File: src/rtl/rxr_pkg.sv
package rxr_pkg;

   // Register select codes
   localparam logic [1:0] RA_RDPTR = 2'd0;
   localparam logic [1:0] RA_STAT  = 2'd1;
   localparam logic [1:0] RA_MASK  = 2'd2;
   localparam logic [1:0] RA_CFG   = 2'd3;

   // Status bit positions
   localparam int SB_DONE  = 0;
   localparam int SB_OVF   = 1;
   localparam int SB_EMPTY = 7;
   localparam int NFLAG    = 2;

   // Burst code that removes the length limit
   localparam logic [2:0] BURST_UNLIM = 3'd7;

   // Configuration register layout: [5] spill, [4:2] burst code, [1:0] ring size
   typedef struct packed {
      logic       spill;
      logic [2:0] burst;
      logic [1:0] size;
   } ring_cfg_t;

   localparam ring_cfg_t CFG_RESET = '{spill: 1'b0, burst: 3'd6, size: 2'd0};

   typedef enum logic [1:0] {
      MV_IDLE = 2'd0,
      MV_COPY = 2'd1,
      MV_DROP = 2'd2
   } mover_state_e;

endpackage

File: src/rtl/rxr_regs.sv
module rxr_regs
   import rxr_pkg::*;
#(
   parameter int OFF_W    = 16,
   parameter int STEP_LOG = 2
) (
   input  logic             clk,
   input  logic             rst_n,
   input  logic             reg_wr,
   input  logic [1:0]       reg_addr,
   input  logic [OFF_W-1:0] reg_wdata,
   output logic [OFF_W-1:0] reg_rdata,
   input  logic [OFF_W-1:0] wr_off,
   input  logic             commit,
   input  logic             ovf_evt,
   output logic [OFF_W-1:0] rdptr,
   output ring_cfg_t        cfg,
   output logic             halted,
   output logic             irq
);

   logic [NFLAG-1:0] flag_q, mask_q, flag_set, flag_clr;
   logic [OFF_W-1:0] rdptr_q;
   ring_cfg_t        cfg_q;
   logic             halt_q, ptr_seen_q;
   logic             w_ptr, w_stat, w_mask, w_cfg, resume, empty;

   assign w_ptr  = reg_wr && (reg_addr == RA_RDPTR);
   assign w_stat = reg_wr && (reg_addr == RA_STAT);
   assign w_mask = reg_wr && (reg_addr == RA_MASK);
   assign w_cfg  = reg_wr && (reg_addr == RA_CFG);

   assign flag_set = {ovf_evt, commit};
   assign flag_clr = w_stat ? reg_wdata[NFLAG-1:0] : '0;
   assign resume   = halt_q && ptr_seen_q && w_stat && reg_wdata[SB_DONE];
   assign empty    = (wr_off == rdptr_q);

   always_ff @(posedge clk or negedge rst_n) begin
      if (!rst_n) begin
         flag_q  <= '0;
         mask_q  <= '0;
         rdptr_q <= '0;
         cfg_q   <= CFG_RESET;
      end else begin
         flag_q <= (flag_q & ~flag_clr) | flag_set;
         if (w_mask) mask_q  <= reg_wdata[NFLAG-1:0];
         if (w_ptr)  rdptr_q <= {reg_wdata[OFF_W-1:STEP_LOG], {STEP_LOG{1'b0}}};
         if (w_cfg)  cfg_q   <= ring_cfg_t'(reg_wdata[$bits(ring_cfg_t)-1:0]);
      end
   end

   // Two-step restart: pointer write arms, done-bit write releases
   always_ff @(posedge clk or negedge rst_n) begin
      if (!rst_n) begin
         halt_q     <= 1'b0;
         ptr_seen_q <= 1'b0;
      end else if (ovf_evt) begin
         halt_q     <= 1'b1;
         ptr_seen_q <= 1'b0;
      end else if (resume) begin
         halt_q     <= 1'b0;
         ptr_seen_q <= 1'b0;
      end else if (halt_q && w_ptr) begin
         ptr_seen_q <= 1'b1;
      end
   end

   always_comb begin
      reg_rdata = '0;
      case (reg_addr)
         RA_RDPTR: reg_rdata = rdptr_q;
         RA_STAT:  reg_rdata = OFF_W'({empty, {(SB_EMPTY-NFLAG){1'b0}}, flag_q});
         RA_MASK:  reg_rdata = OFF_W'(mask_q);
         default:  reg_rdata = OFF_W'(cfg_q);
      endcase
   end

   assign rdptr  = rdptr_q;
   assign cfg    = cfg_q;
   assign halted = halt_q;
   assign irq    = |(flag_q & mask_q);

   AST_OVF_HALTS: assert property (@(posedge clk) disable iff (!rst_n)
      ovf_evt |=> flag_q[SB_OVF] && halt_q);
   AST_DONE_ON_COMMIT: assert property (@(posedge clk) disable iff (!rst_n)
      commit |=> flag_q[SB_DONE]);
   AST_RESUME_ORDER: assert property (@(posedge clk) disable iff (!rst_n)
      $fell(halt_q) |-> $past(ptr_seen_q) && $past(w_stat));
   AST_DONE_W1C: assert property (@(posedge clk) disable iff (!rst_n)
      $fell(flag_q[SB_DONE]) |-> $past(w_stat && reg_wdata[SB_DONE]));
   AST_OVF_W1C: assert property (@(posedge clk) disable iff (!rst_n)
      $fell(flag_q[SB_OVF]) |-> $past(w_stat && reg_wdata[SB_OVF]));

endmodule

File: src/rtl/rxr_mover.sv
module rxr_mover
   import rxr_pkg::*;
#(
   parameter int DATA_W   = 32,
   parameter int OFF_W    = 16,
   parameter int ADDR_W   = 17,
   parameter int SLACK    = 1536,
   parameter bit HAS_SPILL = 1'b1
) (
   input  logic              clk,
   input  logic              rst_n,
   input  ring_cfg_t         cfg,
   input  logic [OFF_W-1:0]  rdptr,
   input  logic              halted,
   input  logic              fifo_empty,
   input  logic [DATA_W-1:0] fifo_data,
   input  logic              fifo_eop,
   output logic              fifo_rd,
   output logic              mem_wr_valid,
   input  logic              mem_wr_ready,
   output logic [ADDR_W-1:0] mem_wr_addr,
   output logic [DATA_W-1:0] mem_wr_data,
   output logic              mem_wr_last,
   output logic [OFF_W-1:0]  wr_off,
   output logic              commit,
   output logic              ovf_evt
);

   localparam int STEP     = DATA_W / 8;
   localparam int STEP_LOG = $clog2(STEP);
   localparam logic [OFF_W-1:0] ALL1 = '1;

   mover_state_e      state_q;
   logic [ADDR_W-1:0] cur_q, next_off, after_off, cur_adv;
   logic [OFF_W-1:0]  wr_off_q, ring_mask, next_lo, after_lo, lim_words, beat_q;
   logic [ADDR_W-1:0] ring_bytes;
   logic              spill_eff, full_now, full_after, at_end, burst_hit, last_w, accept;

   generate
      if (HAS_SPILL) begin : g_spill
         assign spill_eff = cfg.spill;
      end else begin : g_fold
         assign spill_eff = 1'b0;
      end
   endgenerate

   assign ring_mask  = ALL1 >> (2'd3 - cfg.size);
   assign ring_bytes = ADDR_W'(ring_mask) + ADDR_W'(1);

   assign next_off   = cur_q + ADDR_W'(STEP);
   assign after_off  = cur_q + ADDR_W'(2 * STEP);
   assign next_lo    = next_off[OFF_W-1:0] & ring_mask;
   assign after_lo   = after_off[OFF_W-1:0] & ring_mask;
   assign full_now   = (next_lo == rdptr);
   assign full_after = (after_lo == rdptr);
   assign at_end     = (next_lo == '0);
   assign cur_adv    = spill_eff ? next_off : ADDR_W'(next_lo);

   assign lim_words  = (OFF_W'(16) << cfg.burst) >> STEP_LOG;
   assign burst_hit  = (cfg.burst != BURST_UNLIM) && ((beat_q + OFF_W'(1)) == lim_words);
   assign last_w     = fifo_eop || burst_hit || (!spill_eff && at_end) || full_after;

   assign mem_wr_valid = (state_q == MV_COPY) && !fifo_empty && !full_now;
   assign accept       = mem_wr_valid && mem_wr_ready;
   assign fifo_rd      = accept || ((state_q == MV_DROP) && !fifo_empty);
   assign mem_wr_addr  = cur_q;
   assign mem_wr_data  = fifo_data;
   assign mem_wr_last  = mem_wr_valid && last_w;
   assign ovf_evt      = (state_q == MV_COPY) && !fifo_empty && full_now;
   assign commit       = accept && fifo_eop;
   assign wr_off       = wr_off_q;

   always_ff @(posedge clk or negedge rst_n) begin
      if (!rst_n) begin
         state_q  <= MV_IDLE;
         cur_q    <= '0;
         wr_off_q <= '0;
         beat_q   <= '0;
      end else begin
         case (state_q)
            MV_IDLE: begin
               if (!halted && !fifo_empty) begin
                  state_q <= MV_COPY;
                  cur_q   <= ADDR_W'(wr_off_q);
                  beat_q  <= '0;
               end
            end
            MV_COPY: begin
               if (ovf_evt) begin
                  state_q <= MV_DROP;
               end else if (accept) begin
                  cur_q  <= cur_adv;
                  beat_q <= last_w ? '0 : beat_q + OFF_W'(1);
                  if (fifo_eop) begin
                     wr_off_q <= next_lo;
                     state_q  <= MV_IDLE;
                  end
               end
            end
            MV_DROP: begin
               if (!fifo_empty && fifo_eop) state_q <= MV_IDLE;
            end
            default: state_q <= MV_IDLE;
         endcase
      end
   end

   AST_STALL_HOLD: assert property (@(posedge clk) disable iff (!rst_n)
      mem_wr_valid && !mem_wr_ready |=> mem_wr_valid && $stable(mem_wr_addr) && $stable(mem_wr_data));
   AST_NO_POP_STALLED: assert property (@(posedge clk) disable iff (!rst_n)
      (state_q == MV_COPY) && !mem_wr_ready |-> !fifo_rd);
   AST_HALT_SILENT: assert property (@(posedge clk) disable iff (!rst_n)
      halted |-> state_q != MV_COPY);
   AST_FOLD_BOUND: assert property (@(posedge clk) disable iff (!rst_n)
      mem_wr_valid && !spill_eff |-> mem_wr_addr < ring_bytes);
   AST_SPILL_BOUND: assert property (@(posedge clk) disable iff (!rst_n)
      mem_wr_valid |-> mem_wr_addr < ring_bytes + ADDR_W'(SLACK));
   AST_DROP_NO_COMMIT: assert property (@(posedge clk) disable iff (!rst_n)
      (state_q == MV_DROP) |=> $stable(wr_off_q));

endmodule

File: src/rtl/rxr_ring_dma.sv
module rxr_ring_dma
   import rxr_pkg::*;
#(
   parameter int DATA_W    = 32,
   parameter int OFF_W     = 16,
   parameter int SLACK     = 1536,
   parameter bit HAS_SPILL = 1'b1,
   localparam int ADDR_W   = $clog2((1 << OFF_W) + SLACK)
) (
   input  logic              clk,
   input  logic              rst_n,
   input  logic              fifo_empty,
   input  logic [DATA_W-1:0] fifo_data,
   input  logic              fifo_eop,
   output logic              fifo_rd,
   output logic              mem_wr_valid,
   input  logic              mem_wr_ready,
   output logic [ADDR_W-1:0] mem_wr_addr,
   output logic [DATA_W-1:0] mem_wr_data,
   output logic              mem_wr_last,
   input  logic              reg_wr,
   input  logic [1:0]        reg_addr,
   input  logic [OFF_W-1:0]  reg_wdata,
   output logic [OFF_W-1:0]  reg_rdata,
   output logic              irq
);

   localparam int STEP     = DATA_W / 8;
   localparam int STEP_LOG = $clog2(STEP);

   generate
      if ((DATA_W % 8) != 0 || (1 << STEP_LOG) != STEP || STEP > 16) begin : g_bad_data
         $error("rxr_ring_dma: DATA_W must be 8, 16, 32, 64 or 128");
      end
      if (OFF_W < 8 || OFF_W > 24) begin : g_bad_off
         $error("rxr_ring_dma: OFF_W must lie in 8..24");
      end
      if (SLACK < 0 || SLACK >= (1 << (OFF_W - 3))) begin : g_bad_slack
         $error("rxr_ring_dma: SLACK must be below the smallest ring size");
      end
   endgenerate

   ring_cfg_t        cfg;
   logic [OFF_W-1:0] rdptr, wr_off;
   logic             halted, commit, ovf_evt;

   rxr_regs #(
      .OFF_W   (OFF_W),
      .STEP_LOG(STEP_LOG)
   ) u_regs (
      .clk      (clk),
      .rst_n    (rst_n),
      .reg_wr   (reg_wr),
      .reg_addr (reg_addr),
      .reg_wdata(reg_wdata),
      .reg_rdata(reg_rdata),
      .wr_off   (wr_off),
      .commit   (commit),
      .ovf_evt  (ovf_evt),
      .rdptr    (rdptr),
      .cfg      (cfg),
      .halted   (halted),
      .irq      (irq)
   );

   rxr_mover #(
      .DATA_W   (DATA_W),
      .OFF_W    (OFF_W),
      .ADDR_W   (ADDR_W),
      .SLACK    (SLACK),
      .HAS_SPILL(HAS_SPILL)
   ) u_mover (
      .clk         (clk),
      .rst_n       (rst_n),
      .cfg         (cfg),
      .rdptr       (rdptr),
      .halted      (halted),
      .fifo_empty  (fifo_empty),
      .fifo_data   (fifo_data),
      .fifo_eop    (fifo_eop),
      .fifo_rd     (fifo_rd),
      .mem_wr_valid(mem_wr_valid),
      .mem_wr_ready(mem_wr_ready),
      .mem_wr_addr (mem_wr_addr),
      .mem_wr_data (mem_wr_data),
      .mem_wr_last (mem_wr_last),
      .wr_off      (wr_off),
      .commit      (commit),
      .ovf_evt     (ovf_evt)
   );

   AST_LAST_HAS_VALID: assert property (@(posedge clk) disable iff (!rst_n)
      mem_wr_last |-> mem_wr_valid);
   AST_IRQ_NEEDS_FLAG: assert property (@(posedge clk) disable iff (!rst_n)
      irq |-> !(reg_addr == RA_STAT) || (reg_rdata[1:0] != 2'b00));

endmodule

File: config.mk
export PLATFORM = sky130hd
export DESIGN_NAME = rxr_ring_dma
export DESIGN_NICKNAME = d
export VERILOG_FILES = /design/src/rtl/rxr_pkg.sv /design/src/rtl/rxr_regs.sv /design/src/rtl/rxr_mover.sv /design/src/rtl/rxr_ring_dma.sv
export SDC_FILE = /design/constraint.sdc
export NUM_CORES = 1
export LEC_CHECK = 0
export BUFFER_PORTS_ARGS = -buffer_cell sky130_fd_sc_hd__buf_4
export CAP_MARGIN = 40
export CORE_UTILIZATION = 35
export CTS_BUF_LIST = sky130_fd_sc_hd__clkbuf_4 sky130_fd_sc_hd__clkbuf_8
export DETAILED_ROUTE_END_ITERATION = 10
export MAX_ROUTING_LAYER = met4
export PLACE_DENSITY_LB_ADDON = 0.12
export SLEW_MARGIN = 20
export SYNTH_ARGS = -nofsm -noshare
export SYNTH_HDL_FRONTEND = slang
export SYNTH_HIERARCHICAL = 1
export SYNTH_SLANG_ARGS = --single-unit
File: constraint.sdc
create_clock -name clk -period 2.7 [get_ports clk]
set_input_delay 0.54 -clock clk [delete_from_list [all_inputs] [get_ports clk]]
set_output_delay 0.54 -clock clk [all_outputs]
set_load 0.01 [all_outputs]
==> impl_metrics.env <==
export IMPL_status="complete, but fails checks"
export IMPL_violations="negative setup slack"
export IMPL_p_per_area_mw_per_mm2=835.6
export IMPL_p_int_w=0.004056
export IMPL_die_area_mm2=0.01756
export IMPL_max_stage_delay_ps=450
export IMPL_netlist_instances=654
export IMPL_yosysWarnings=6
export IMPL_hold_viol_final=0
export IMPL_htreeDepth=3
export IMPL_r2r_end="u_mover/beat_q[7]"
export IMPL_synth_distinct_cells=81
export IMPL_final_nets=886
export IMPL_instances_no_fill=1051
export IMPL_endpoint_kind="output port"
export IMPL_via_count=5661
export IMPL_post_route_period_util_pct=122.8
export IMPL_port_buffers=60
export IMPL_hold_class="in2async"
export IMPL_overflow=0
export IMPL_max_freq_ghz=0.3016
export IMPL_gp_congestion=0.8967
export IMPL_regArea_mm2=0.001941
export IMPL_wire_per_inst_um=19.36
export IMPL_final_util_pct=51.88
export IMPL_final_area_mm2=0.008603
export IMPL_combinationalPowerShare_pct=61.5
export IMPL_clockBufferDepth=2
export IMPL_synthArstFlopShare_pct=100.0
export IMPL_drt_pre_antenna_iters=4
export IMPL_crit_type="reg2out"
export IMPL_setup_ws_ps=-616.2
export IMPL_area_growth_pct=44.33
export IMPL_synth_edf_count=0
export IMPL_multi_input_area_mm2=0.004188
export IMPL_cts_tree="yes"
export IMPL_ys_flop_type="dfrtp_1"
export IMPL_yosysSeqAreaShare_pct=32.37
export IMPL_fill_cells=1570
export IMPL_drv_slew=0
export IMPL_rsz0062_at_grt="true"
export IMPL_antenna_found_initial=0
export IMPL_p_switching_w=0.003134
export IMPL_die_w_um=132.5
export IMPL_critPathSlowestCell="dfrtp_2"
export IMPL_setup_viol=52
export IMPL_antenna_cells=0
export IMPL_drc=0
export IMPL_preCtsSetupSlack_ps=-342.7
export IMPL_grt_pass1_wl_um=30740
export IMPL_cp_required_ps=2160
export IMPL_irDropWorstVdd_mv=0.3216
export IMPL_synth_seq_cells=77
export IMPL_grt_max_degree=43
export IMPL_crit_buf_inv=2
export IMPL_start_util_pct=35.94
export IMPL_post_route_min_period_ps=3316
export IMPL_crit_start="u_mover/mem_wr_addr[2]"
export IMPL_detail_route_antenna_nets=0
export IMPL_path_cells="buf_12, ha_4, xnor2_1, a221oi_2, o22ai_2, nor4_2, nand4_1, a31oi_2, nor2_1, buf_4"
export IMPL_clock_sinks=77
export IMPL_num_rows=47
export IMPL_cts_root_buffer="clkbuf_8"
export IMPL_cts_buffers=9
export IMPL_synth_avg_cell_area_um2=9.114
export IMPL_critPathArrivalTime_ps=2780
export IMPL_grt_pass1_vias=5581
export IMPL_fin_hold_ws_ps=123.7
export IMPL_reg2reg_depth=16
export IMPL_max_cap_violations=0
export IMPL_critPathMaxFanout=7
export IMPL_critical_path_top_delay_family="compound AO/OA/AOI/OAI gates"
export IMPL_seqPwrFrac_pct=25.4
export IMPL_ios=125
export IMPL_clk_latency_ps=380
export IMPL_drt_iter0_drc=313
export IMPL_switching_share_pct=43.59
export IMPL_netlist_area_mm2=0.005961
export IMPL_drive_above_1_share_pct=51.02
export IMPL_p_leak_nw=3.679
export IMPL_cts_hold_fix_buffers=0
export IMPL_hpwl_um=14140
export IMPL_postPlaceCellArea_mm2=0.007330
export IMPL_core_area_mm2=0.01658
export IMPL_crit_path_start_kind="flop"
export IMPL_post_place_cells=998
export IMPL_tightest_slew_ps=895.7
export IMPL_clk_pin_slew_worst_paths_ps=90
export IMPL_slew_headroom_pct=40.29
export IMPL_r2r_start="u_mover/mem_wr_addr[11]"
export IMPL_die_y_um=132.5
export IMPL_avgViaCountPerCell=5.386
export IMPL_wl_um=20350
export IMPL_rrSetupSlack_ps=-430
export IMPL_finalClockSkew_ps=11.62
export IMPL_p_clk_share_pct=13.1
export IMPL_grt_usage_pct=23.55
[power by group through the flow]
stage	sequential [W]	combinational, W	clock [W]
2_1_floorplan	0.00173	0.00201	0
3_3_place_gp	0.00183	0.00339	0
3_5_place_dp	0.00184	0.00341	0
4_1_cts	0.00181	0.00388	0.000979
5_1_grt	0.00186	0.00475	0.00102
6_report	0.00183	0.00442	0.000943
[how the worst max path moves through the flow]
stage / end / slack (ps) / cells past startpoint
finish: fifo_rd / -620 / 10
global route: fifo_rd / -760 / 10
CTS: fifo_rd / -550 / 10
detailed placement: mem_wr_last / -340 / 10
global placement: mem_wr_last / -400 / 10
floorplan: mem_wr_last / -10 / 9
[registers in the layout, indices dropped and copies added, names as in the netlist, 2 cells and up]
signal / cells
u_mover/beat_q: 16
u_mover/state_q: 2
u_regs/mask_q: 2
u_regs/rdptr: 14
u_regs/cfg: 6
u_regs/flag_q: 2
u_mover/mem_wr_addr: 17
u_mover/wr_off: 16
[layout by cell type (no fill, tap or decap), drive strengths merged, types with 17 or more instances in the layout]
| master | instances |
|---|---|
| dfrtp | 75 |
| xor2 | 25 |
| nor3 | 25 |
| xnor2 | 33 |
| o21ai | 54 |
| nand2 | 47 |
| buf | 237 |
| mux2 | 33 |
| nand3 | 28 |
| nor4 | 17 |
| nand4 | 18 |
| and2 | 18 |
| nor2 | 37 |
[stage by stage]
stage | total power [W] | setup TNS, ps
floorplan | 0.003741 | -14.94
global placement | 0.005223 | -4894
detailed placement | 0.005244 | -8260
CTS | 0.006674 | -7502
global route | 0.007636 | -19710
finish | 0.007189 | -13610
[synth_stat cells, types with 12 or more instances]
library cell  number  share of area, %
xor2_1            25               3.7
mux2_2            22               4.2
clkbuf_1          12              0.76
nand4_1           15               1.6
o21ai_1           19               1.6
a21oi_1           14               1.2
buf_2             13               1.1
nand3_1           26               2.2
dfrtp_1           75                31
o21ai_0           35               2.9
nor2_1            33               2.1
nand2_1           44               2.8
and2_1            13               1.4
inv_1             12              0.76
xnor2_1           33               4.8
buf_4             43               5.4
a31oi_1           12               1.3
nor3_1            24               2.0
nor4_1            17               1.8
[timing repair]
action / in CTS / in global routing
cloned: 4 / 3
pin swaps: 32 / 33
endpoints found under the setup margin: 52 / 56
setup buffers: 18 / 19
hold endpoints to repair: 0 / 0
resized for setup: 90 / 94
[cells by family after synthesis]
| family | share of synthesized area (%) |
|---|---|
| and+or+nand+nor | 23.53 |
| buffers and inverters | 10.08 |
| muxes | 7.935 |
| other | 0.06291 |
| DFF | 32.37 |
| xor gates and xnor gates | 8.921 |
| AOI/OAI and AO/OA | 16.27 |
| adders and majority gates | 0.8397 |
[cell type report]
type,instances,share of cell area [%]
Sequential cell,77,22.56
Tap cell,220,3.200
Clock inverter,7,0.9308
Inverter,12,0.5236
Timing Repair Buffer,237,22.67
Multi-Input combinational cell,489,48.68
Clock buffer,9,1.440
[routing by layer]
layer  GRT usage (%)  wire, um
met1           28.68      8633
met5               -         0
met2           38.01      9998
met3           5.096      1011
met4           9.068       703
(Power assumes the default switching activity.)
